==> src/rtl/cfgport_pkg.sv <==
package cfgport_pkg;
    localparam int REG_W      = 8;
    localparam int N_REGS     = 16;
    localparam int ADDR_W     = $clog2(N_REGS);
    localparam int FRAME_BITS = 1 + ADDR_W + REG_W;
    localparam int CNT_W      = $clog2(FRAME_BITS + 1);

    // control register and the bit positions the port itself decodes
    localparam logic [ADDR_W-1:0] CTRL_ADDR = ADDR_W'(12);
    localparam int OE_BIT   = 6;
    localparam int LOCK_BIT = 3;
    localparam int OFFS_LO  = 4;
    localparam int OFFS_HI  = 7;

    typedef logic [REG_W-1:0]  byte_t;
    typedef logic [ADDR_W-1:0] addr_t;
    typedef logic [N_REGS-1:0][REG_W-1:0] bank_t;

    function automatic byte_t reset_value(input int a);
        byte_t v;
        case (a)
            4, 5, 6, 7: v = 8'h20;
            8:          v = 8'h10;
            12:         v = 8'h4E;
            14:         v = 8'hAA;
            15:         v = 8'h5A;
            default:    v = 8'h00;
        endcase
        return v;
    endfunction

    function automatic bank_t reset_bank();
        bank_t b;
        for (int i = 0; i < N_REGS; i++) b[i] = reset_value(i);
        return b;
    endfunction

    function automatic logic is_offset(input addr_t a);
        return (int'(a) >= OFFS_LO) && (int'(a) <= OFFS_HI);
    endfunction
endpackage

==> src/rtl/cfg_sync.sv <==
module cfg_sync #(
    parameter int STAGES  = 2,
    parameter bit RST_VAL = 1'b0
) (
    input  logic clk,
    input  logic rst_n,
    input  logic d,
    output logic q
);
    logic [STAGES-1:0] st_d, st_q;

    generate
        if (STAGES == 1) begin : g_single
            always_comb st_d = d;
        end else begin : g_chain
            always_comb st_d = {st_q[STAGES-2:0], d};
        end
    endgenerate

    always_ff @(posedge clk or negedge rst_n) begin
        if (!rst_n) st_q <= {STAGES{RST_VAL}};
        else        st_q <= st_d;
    end

    assign q = st_q[STAGES-1];
endmodule

==> src/rtl/cfg_frame.sv <==
module cfg_frame
    import cfgport_pkg::*;
(
    input  logic  clk,
    input  logic  rst_n,
    input  logic  ce_n_i,
    input  logic  sclk_i,
    input  logic  sdi_i,
    input  byte_t rd_byte_i,
    output addr_t arm_addr_o,
    output logic  tx_bit_o,
    output logic  wr_en_o,
    output addr_t wr_addr_o,
    output byte_t wr_data_o
);
    typedef struct packed {
        logic [FRAME_BITS-1:0] sh;
        logic [CNT_W-1:0]      cnt;
        byte_t                 tx;
        addr_t                 arm;
        logic                  wr_en;
        addr_t                 wr_addr;
        byte_t                 wr_data;
        logic                  ce_p;
        logic                  sclk_p;
    } frame_st_t;

    localparam logic [CNT_W-1:0] FULL = CNT_W'(FRAME_BITS);

    frame_st_t st_d, st_q;
    logic ce_fall, ce_rise, sc_rise, sc_fall;

    always_comb begin
        ce_fall = st_q.ce_p & ~ce_n_i;
        ce_rise = ~st_q.ce_p & ce_n_i;
        sc_rise = ~st_q.sclk_p & sclk_i;
        sc_fall = st_q.sclk_p & ~sclk_i;

        st_d        = st_q;
        st_d.wr_en  = 1'b0;
        st_d.ce_p   = ce_n_i;
        st_d.sclk_p = sclk_i;

        if (ce_fall) begin
            st_d.cnt = '0;
            st_d.tx  = rd_byte_i;
        end else if (ce_rise) begin
            if (st_q.cnt == FULL) begin
                st_d.arm = st_q.sh[FRAME_BITS-2 -: ADDR_W];
                if (!st_q.sh[FRAME_BITS-1]) begin
                    st_d.wr_en   = 1'b1;
                    st_d.wr_addr = st_q.sh[FRAME_BITS-2 -: ADDR_W];
                    st_d.wr_data = st_q.sh[REG_W-1:0];
                end
            end
        end else if (!ce_n_i) begin
            if (sc_rise) begin
                st_d.sh = {st_q.sh[FRAME_BITS-2:0], sdi_i};
                if (st_q.cnt != FULL) st_d.cnt = st_q.cnt + 1'b1;
            end
            if (sc_fall) st_d.tx = {st_q.tx[REG_W-2:0], 1'b0};
        end
    end

    always_ff @(posedge clk or negedge rst_n) begin
        if (!rst_n) begin
            st_q        <= '0;
            st_q.ce_p   <= 1'b1;
        end else begin
            st_q <= st_d;
        end
    end

    assign arm_addr_o = st_q.arm;
    assign tx_bit_o   = st_q.tx[REG_W-1];
    assign wr_en_o    = st_q.wr_en;
    assign wr_addr_o  = st_q.wr_addr;
    assign wr_data_o  = st_q.wr_data;

    AST_CNT_BOUND: assert property (@(posedge clk) disable iff (!rst_n)
        st_q.cnt <= FULL);
    AST_WR_FULL_FRAME: assert property (@(posedge clk) disable iff (!rst_n)
        st_q.wr_en |-> ($past(st_q.cnt) == FULL) && !$past(st_q.sh[FRAME_BITS-1]));
    AST_WR_ONE_PULSE: assert property (@(posedge clk) disable iff (!rst_n)
        st_q.wr_en |=> !st_q.wr_en);
endmodule

==> src/rtl/cfg_bank.sv <==
module cfg_bank
    import cfgport_pkg::*;
(
    input  logic  clk,
    input  logic  rst_n,
    input  logic  wr_en_i,
    input  addr_t wr_addr_i,
    input  byte_t wr_data_i,
    output bank_t bank_o
);
    typedef struct packed {
        bank_t r;
    } bank_st_t;

    bank_st_t st_d, st_q;
    logic     locked;

    always_comb begin
        locked = st_q.r[CTRL_ADDR][LOCK_BIT];
        st_d   = st_q;
        if (wr_en_i && !(locked && is_offset(wr_addr_i)))
            st_d.r[wr_addr_i] = wr_data_i;
    end

    always_ff @(posedge clk or negedge rst_n) begin
        if (!rst_n) st_q.r <= reset_bank();
        else        st_q   <= st_d;
    end

    assign bank_o = st_q.r;

    AST_BANK_HOLD: assert property (@(posedge clk) disable iff (!rst_n)
        !wr_en_i |=> $stable(st_q.r));
    AST_OFFSET_LOCK: assert property (@(posedge clk) disable iff (!rst_n)
        (wr_en_i && st_q.r[CTRL_ADDR][LOCK_BIT] && is_offset(wr_addr_i)) |=> $stable(st_q.r));
endmodule

==> src/rtl/cfg_serial_port.sv <==
module cfg_serial_port
    import cfgport_pkg::*;
#(
    parameter int SYNC_STAGES = 2
) (
    input  logic                    clk,
    input  logic                    rst_n,
    input  logic                    ce_n,
    input  logic                    sclk,
    input  logic                    sdi,
    output logic                    sdo,
    output logic [N_REGS*REG_W-1:0] cfg_o
);
    logic  ce_s, sclk_s, sdi_s;
    addr_t arm_addr;
    logic  tx_bit;
    logic  wr_en;
    addr_t wr_addr;
    byte_t wr_data;
    bank_t bank;
    byte_t rd_byte;
    logic  out_en;

    cfg_sync #(.STAGES(SYNC_STAGES), .RST_VAL(1'b1)) u_sync_ce (
        .clk(clk), .rst_n(rst_n), .d(ce_n), .q(ce_s));
    cfg_sync #(.STAGES(SYNC_STAGES), .RST_VAL(1'b0)) u_sync_sclk (
        .clk(clk), .rst_n(rst_n), .d(sclk), .q(sclk_s));
    cfg_sync #(.STAGES(SYNC_STAGES), .RST_VAL(1'b0)) u_sync_sdi (
        .clk(clk), .rst_n(rst_n), .d(sdi), .q(sdi_s));

    cfg_frame u_frame (
        .clk        (clk),
        .rst_n      (rst_n),
        .ce_n_i     (ce_s),
        .sclk_i     (sclk_s),
        .sdi_i      (sdi_s),
        .rd_byte_i  (rd_byte),
        .arm_addr_o (arm_addr),
        .tx_bit_o   (tx_bit),
        .wr_en_o    (wr_en),
        .wr_addr_o  (wr_addr),
        .wr_data_o  (wr_data)
    );

    cfg_bank u_bank (
        .clk       (clk),
        .rst_n     (rst_n),
        .wr_en_i   (wr_en),
        .wr_addr_i (wr_addr),
        .wr_data_i (wr_data),
        .bank_o    (bank)
    );

    always_comb begin
        rd_byte = bank[arm_addr];
        out_en  = bank[CTRL_ADDR][OE_BIT];
        sdo     = out_en & ~ce_s & tx_bit;
    end

    assign cfg_o = bank;
endmodule

==> config.mk <==
export PLATFORM = sky130hd
export DESIGN_NAME = cfg_serial_port
export DESIGN_NICKNAME = d
export VERILOG_FILES = /design/src/rtl/cfgport_pkg.sv /design/src/rtl/cfg_sync.sv /design/src/rtl/cfg_frame.sv /design/src/rtl/cfg_bank.sv /design/src/rtl/cfg_serial_port.sv
export SDC_FILE = /design/constraint.sdc
export NUM_CORES = 1
export LEC_CHECK = 0
export BUFFER_PORTS_ARGS = -buffer_cell sky130_fd_sc_hd__buf_4
export CORE_ASPECT_RATIO = 0.9
export CORE_UTILIZATION = 40
export CTS_CLUSTER_SIZE = 20
export DETAILED_ROUTE_END_ITERATION = 7
export GPL_TIMING_DRIVEN = 0
export PLACE_DENSITY = 0.71
export SETUP_SLACK_MARGIN = 0.02
export SLEW_MARGIN = 20
export SYNTH_ARGS = -nofsm -noshare
export SYNTH_HDL_FRONTEND = slang
export SYNTH_SLANG_ARGS = --single-unit
==> constraint.sdc <==
create_clock -name clk -period 3.5 [get_ports clk]
set_input_delay 0 -clock clk [delete_from_list [all_inputs] [get_ports clk]]
set_output_delay 0 -clock clk [all_outputs]
set_load 0.05 [all_outputs]
* Yosys cells after proc, flatten, opt, wreduce, memory -nomap -nowiden *
Index checks and enable logic that the tools add are counted.

operators by class
  bitwise logic cells = 13
  mux-type cells = 15
  equality and inequality tests = 4
  add/sub/neg operators = 1
  order comparisons = 5
  reductions and logical operators = 13

operator list
  cell                 count
  $bwmux 128           1
  $mux 13              4
  $mux 12              3
  $bmux 8 s4           1
  $demux 8 s4          1
  $mux 8               3
  $reduce_and 4->1     3
  $lt 4x5->1 const B   2
  $mux 4               2
  $not 1->1            7
  $and 1x1->1          6
  $reduce_and 3->1     2
  $reduce_bool 2->1    3
  $add 4x1->4 const B  1
  $eq 4x4->1 const B   1
  $ge 4x1->1 const B   1
  $ge 4x3->1 const B   1
  $le 4x3->1 const B   1
  $logic_and 1x1->1    4
  $ne 2x1->1 const B   2
  $ne 4x4->1 const B   1
  $logic_not 1->1      1

storage, ports and cells
  output and inout port bits = 129
  input bits = 5
  register bits = 178

* Depth between registers and ports, before layout *
  word-level depth = 6
  mapped depth = 8

* Cells and area by module *
From an unflattened synthesis, not the netlist that was laid out.

second synthesis, totals
  cells, all modules = 518
  area, all modules = 8241.7 um2

modules (own cells, without submodules)
  module                      cells each  times used  area an instance (um2)
  cfg_bank                    297         1           4983.5
  cfg_frame                   144         1           2063.2
  cfg_serial_port             71          1           1042.2
  cfg_sync (u_sync_sclk ...)  2           2           50.0
  cfg_sync (u_sync_ce)        2           1           52.6

* Worst setup path after synthesis *
OpenSTA, ideal clock, no wires.

  kind = register to register
  start point = register u_sync_ce.st_q[1]
  end point = register u_frame.st_q (netlist bit u_frame.wr_addr_o[3])
  cell stages (with the launch flop) = 9
  data required time = 3375 ps
  slack = 1401 ps
  arrival = 1974 ps
  path through = dfstp_2 -> inv_1 -> ha_1 -> nand4b_4 -> or2_1 -> buf_6 -> nor2_8 -> buf_12 -> mux2_4

on the way
  longest elaborated chain between the ends = 4
  elaborated cells on any way between the ends = 5
  those cells by class = bitwise (4); reduce/logical (1)

RTL lines
  what                          line             source
  start, declared               cfg_sync.sv:10   logic [STAGES-1:0] st_d, st_q;
  start signal, assigned        cfg_sync.sv:21   if (!rst_n) st_q <= {STAGES{RST_VAL}};
  start signal, assigned        cfg_sync.sv:22   else st_q <= st_d;
  $not 1->1 (no line)           n/a
  $and 1x1->1                   cfg_frame.sv:34  ce_fall = st_q.ce_p & ~ce_n_i;
  $not 1->1 (no line)           n/a
  $reduce_and 4->1 (no line) *  n/a
  end signal, assigned          cfg_frame.sv:70  st_q <= st_d;
  end, declared                 cfg_frame.sv:30  frame_st_t st_d, st_q;

Mark *: on every way between the ends. The rest lies on a longest branch, timed or not.
A chain may end at the register's enable or synchronous reset.

* Worst setup path after layout *
  start point = register u_sync_ce.st_q[1]
  end point = register u_frame.st_q (netlist bit u_frame.wr_data_o[3])

The elaborated chain is that of the path after synthesis.

==> summary.txt <==
Synthesis
  – Syn Area/Cell: 15.33 um^2
  – EDFF count, synth: 0
  – Register area share after synthesis: 0.5607
  – Flops & latches, synth: 178
  – Area of the mapped netlist: 7989 um^2
  – YS warnings: 0
  – Syn_nets: 531
  – Cell variety after synth: 43
  – Top_reg_cell synth: dfrtp_1
  – Async S/R FF share, synth: 1.000
  – Gate Count Post-Synth: 521

Clock network
  – Clock sink total: 178
  – Clk Tree Root Cell: clkbuf_16
  – CTS H-tree depth: 4
  – CTS max path bufs: 2
  – Total CTS buffers: 17
  – Worst-path clk slew: 0.07 ns
  – Worst skew pair latency: roughly 0.44 ns
  – TritonCTS clock tree: done
  – Resized Gates After CTS: 0
  – Buffer count from post-CTS setup fixing: 0

Power
  – Leak: 4.856 nW
  – Combinational share of power: 0.035
  – Sw Share: 0.2350
  – Sequential share of power: 0.522
  – VDD IR-drop max: 401.0 uV
  – Net switching power: about 0.97 mW
  – Int Pwr: between 3 and 4 mW
  – Clock share of power: 0.443
  – Pwr Density: 413.2 nW/um^2

Timing
  – FMAX: around 430 MHz
  – Final hold vios: 0
  – Slew HR: 0.5392
  – Clk_skew: 0.01310 ns
  – Final worst slack: 1.197 ns
  – Max-slew violations: 0
  – Final period utilization: 0.6581
  – Final Critical Period: 2.303 ns
  – Count of final setup violators: 0
  – Setup TNS: 0 ns
  – Slew @ Worst Pin: 0.6893 ns
  – RSZ-0062 raised after global routing: no

Floorplanning
  – I/O pin total: 134
  – Die Width: between 150 and 200 um
  – Die Y: 136.1 um
  – Core box area: around 19000 um^2
  – Die area: 20540 um^2
  – Rows: 48
  – Initial Utilization: 0.4118

Routing
  – Routed WL: roughly 21000 um
  – Number of remaining DRC errors: 0
  – DR WL/cell: 22.72 um
  – Antenna viol nets, final: 0
  – Post-DR vias/cell: approximately 5.5
  – Pre-antenna DRT Iters: 5
  – Iter 0 DRT Violations: 310
  – Total number of vias: around 5200

Worst hold path
  – Worst min-delay path category: in -> reg

GRT
  – First-pass GRT wire length: 32660 um
  – Global route total overflow: 0
  – Largest net degree at the start of global routing: ~90
  – Vias in the first global route: 5382
  – Initial antenna violation count: 0
  – Total GRT Usage: 0.2211

Outcome
  – Status: completed

Critical path
  – Crit path max fanout: 10
  – CP startpoint kind: register
  – Critical path capture point type: register
  – Crit path DAT: 2.62 ns
  – Worst EP required: 3.82 ns
  – Worst Setup Path Type: reg -> reg

Flow run
  – Max-Cap Viols: 0

Placement
  – I/O Buffers: 133
  – DP HPWL: 15660 um
  – Routability cong.: approximately 0.84
  – Placement Setup Slack: 1.201 ns

Finish
  – Final #Nets: 691
  – Most common cell after layout, fill and taps aside: dfrtp_1
  – Commonest cells after routing, fill and taps aside: 158 x dfrtp_1, 150 x mux2_2, 135 x buf_4
  – N_diodes: 0
  – Share of cells above drive strength 1: 0.5677
  – Area growth, synth to finish: 24.98%
synth_stat cells, types with 2 or more instances:
master | n | area share
inv_1 | 6 | 0.0028
ha_1 | 5 | 0.0078
nand2_1 | 17 | 0.0080
nor2_1 | 7 | 0.0033
o22ai_1 | 7 | 0.0055
a2bb2oi_1 | 6 | 0.0066
mux4_2 | 17 | 0.048
buf_4 | 3 | 0.0028
nor2b_1 | 4 | 0.0031
a22oi_1 | 6 | 0.0056
nor2_2 | 7 | 0.0055
buf_2 | 7 | 0.0044
mux2_2 | 150 | 0.21
nand3_1 | 12 | 0.0075
dfrtp_1 | 158 | 0.49
and3_1 | 3 | 0.0023
mux2i_1 | 17 | 0.021
a31oi_1 | 8 | 0.0063
or2_1 | 2 | 0.0016
dfstp_2 | 20 | 0.066
o21ai_0 | 5 | 0.0031
mux2_4 | 9 | 0.017
buf_6 | 5 | 0.0070
clkbuf_1 | 12 | 0.0056
mux4_1 | 8 | 0.026
nand2b_1 | 3 | 0.0023
kinds of logic (layout without fill, tap and decap cells):
group	after synthesis	after routing	share of synthesized area
flip-flops	178	178	0.5607
AND/OR/NAND/NOR	64	64	0.04652
multiplexers	201	201	0.3239
adder cells (fa/ha/maj)	5	5	0.007831
AO/OA/AOI/OAI	38	38	0.03524
buffers and inverters	35	208	0.02584
stage by stage:
stage	power [mW]	cell area, um^2	util	hold slack, ns	std cells
floorplan	2.243	7989	-	-0.2956	521
global placement	2.307	9300	0.4794	0.1159	904
detailed placement	2.329	9363	0.4827	-0.1358	906
CTS	4.145	9985	0.5147	0.2161	944
global route	4.274	9985	0.5147	0.2124	944
finish	4.125	9985	0.5147	0.2194	944
sequential cells by signal (all words and copies together) (netlist names):
name,flops
u_frame.st_q,26
u_frame.wr_data_o,8
u_sync_sclk.st_q,2
u_frame.tx_bit_o,1
u_sync_ce.st_q,2
u_sync_sdi.st_q,2
u_bank.bank_o,128
u_frame.wr_addr_o,4
u_frame.wr_en_o,1
u_frame.arm_addr_o,4
worst max-delay path, cell delays in order, from the launching register on:
cell,delay [ns]
dfstp_2,0.59
inv_1,0.07
ha_1,0.29
nand4b_4,0.24
or2_1,0.26
buf_6,0.15
nor2_8,0.13
buf_12,0.16
mux2_4,0.30
what timing repair did:
item                       in CTS  in global routing
setup endpoints to repair       0                  0
hold buffers                    6                  0
hold endpoints to repair      100                  0
power by group through the flow:
stage | clock [mW] | sequential, mW | combinational (mW)
5_1_grt | 1.96 | 2.16 | 0.161
2_1_floorplan | 0 | 2.17 | 0.0720
3_5_place_dp | 0 | 2.19 | 0.139
3_3_place_gp | 0 | 2.19 | 0.122
4_1_cts | 1.85 | 2.15 | 0.146
6_report | 1.83 | 2.15 | 0.143
cell type report:
cell class,count,area (um^2)
well taps,250,312.8
clock inverters,15,136.4
fillers,1653,9414
flip-flops and latches,178,4479
inverters,6,22.52
plain buffers,29,183.9
clock buffers,17,425.4
multi-input cells,308,3303
repair buffers,141,1121
per-layer routing:
metal | vias to the layer above | track usage | part of all wire
li1 | 2253 | - | -
met1 | 2731 | 0.2953 | 0.43
met2 | 223 | 0.3588 | 0.49
met3 | 20 | 0.05638 | 0.064
met4 | 0 | 0.05611 | 0.0096
met5 | - | 0 | 0
final timing paths:
path / slack (ns) / startpoint / end / depth (start not counted)
worst min register to register: 0.35 / u_sync_sclk.st_q[0]$_DFF_PN0_ / u_sync_sclk.st_q[1]$_DFF_PN0_ / 0
worst max-delay path: 1.20 / u_sync_ce.st_q[1]$_DFF_PN1_ / u_frame.wr_data_o[3]$_DFFE_PN0P_ / 8
worst min-delay path: 0.22 / sdi / u_sync_sdi.st_q[0]$_DFF_PN0_ / 2
worst max register to register: 1.20 / u_sync_ce.st_q[1]$_DFF_PN1_ / u_frame.wr_data_o[3]$_DFFE_PN0P_ / 8
min in group asynchronous: 0.52 / rst_n / u_bank.bank_o[83]$_DFFE_PN0P_ / 3
max in group asynchronous: 1.92 / rst_n / u_bank.bank_o[68]$_DFFE_PN1P_ / 5
No activity file was read; power rests on OpenSTA's default activity.
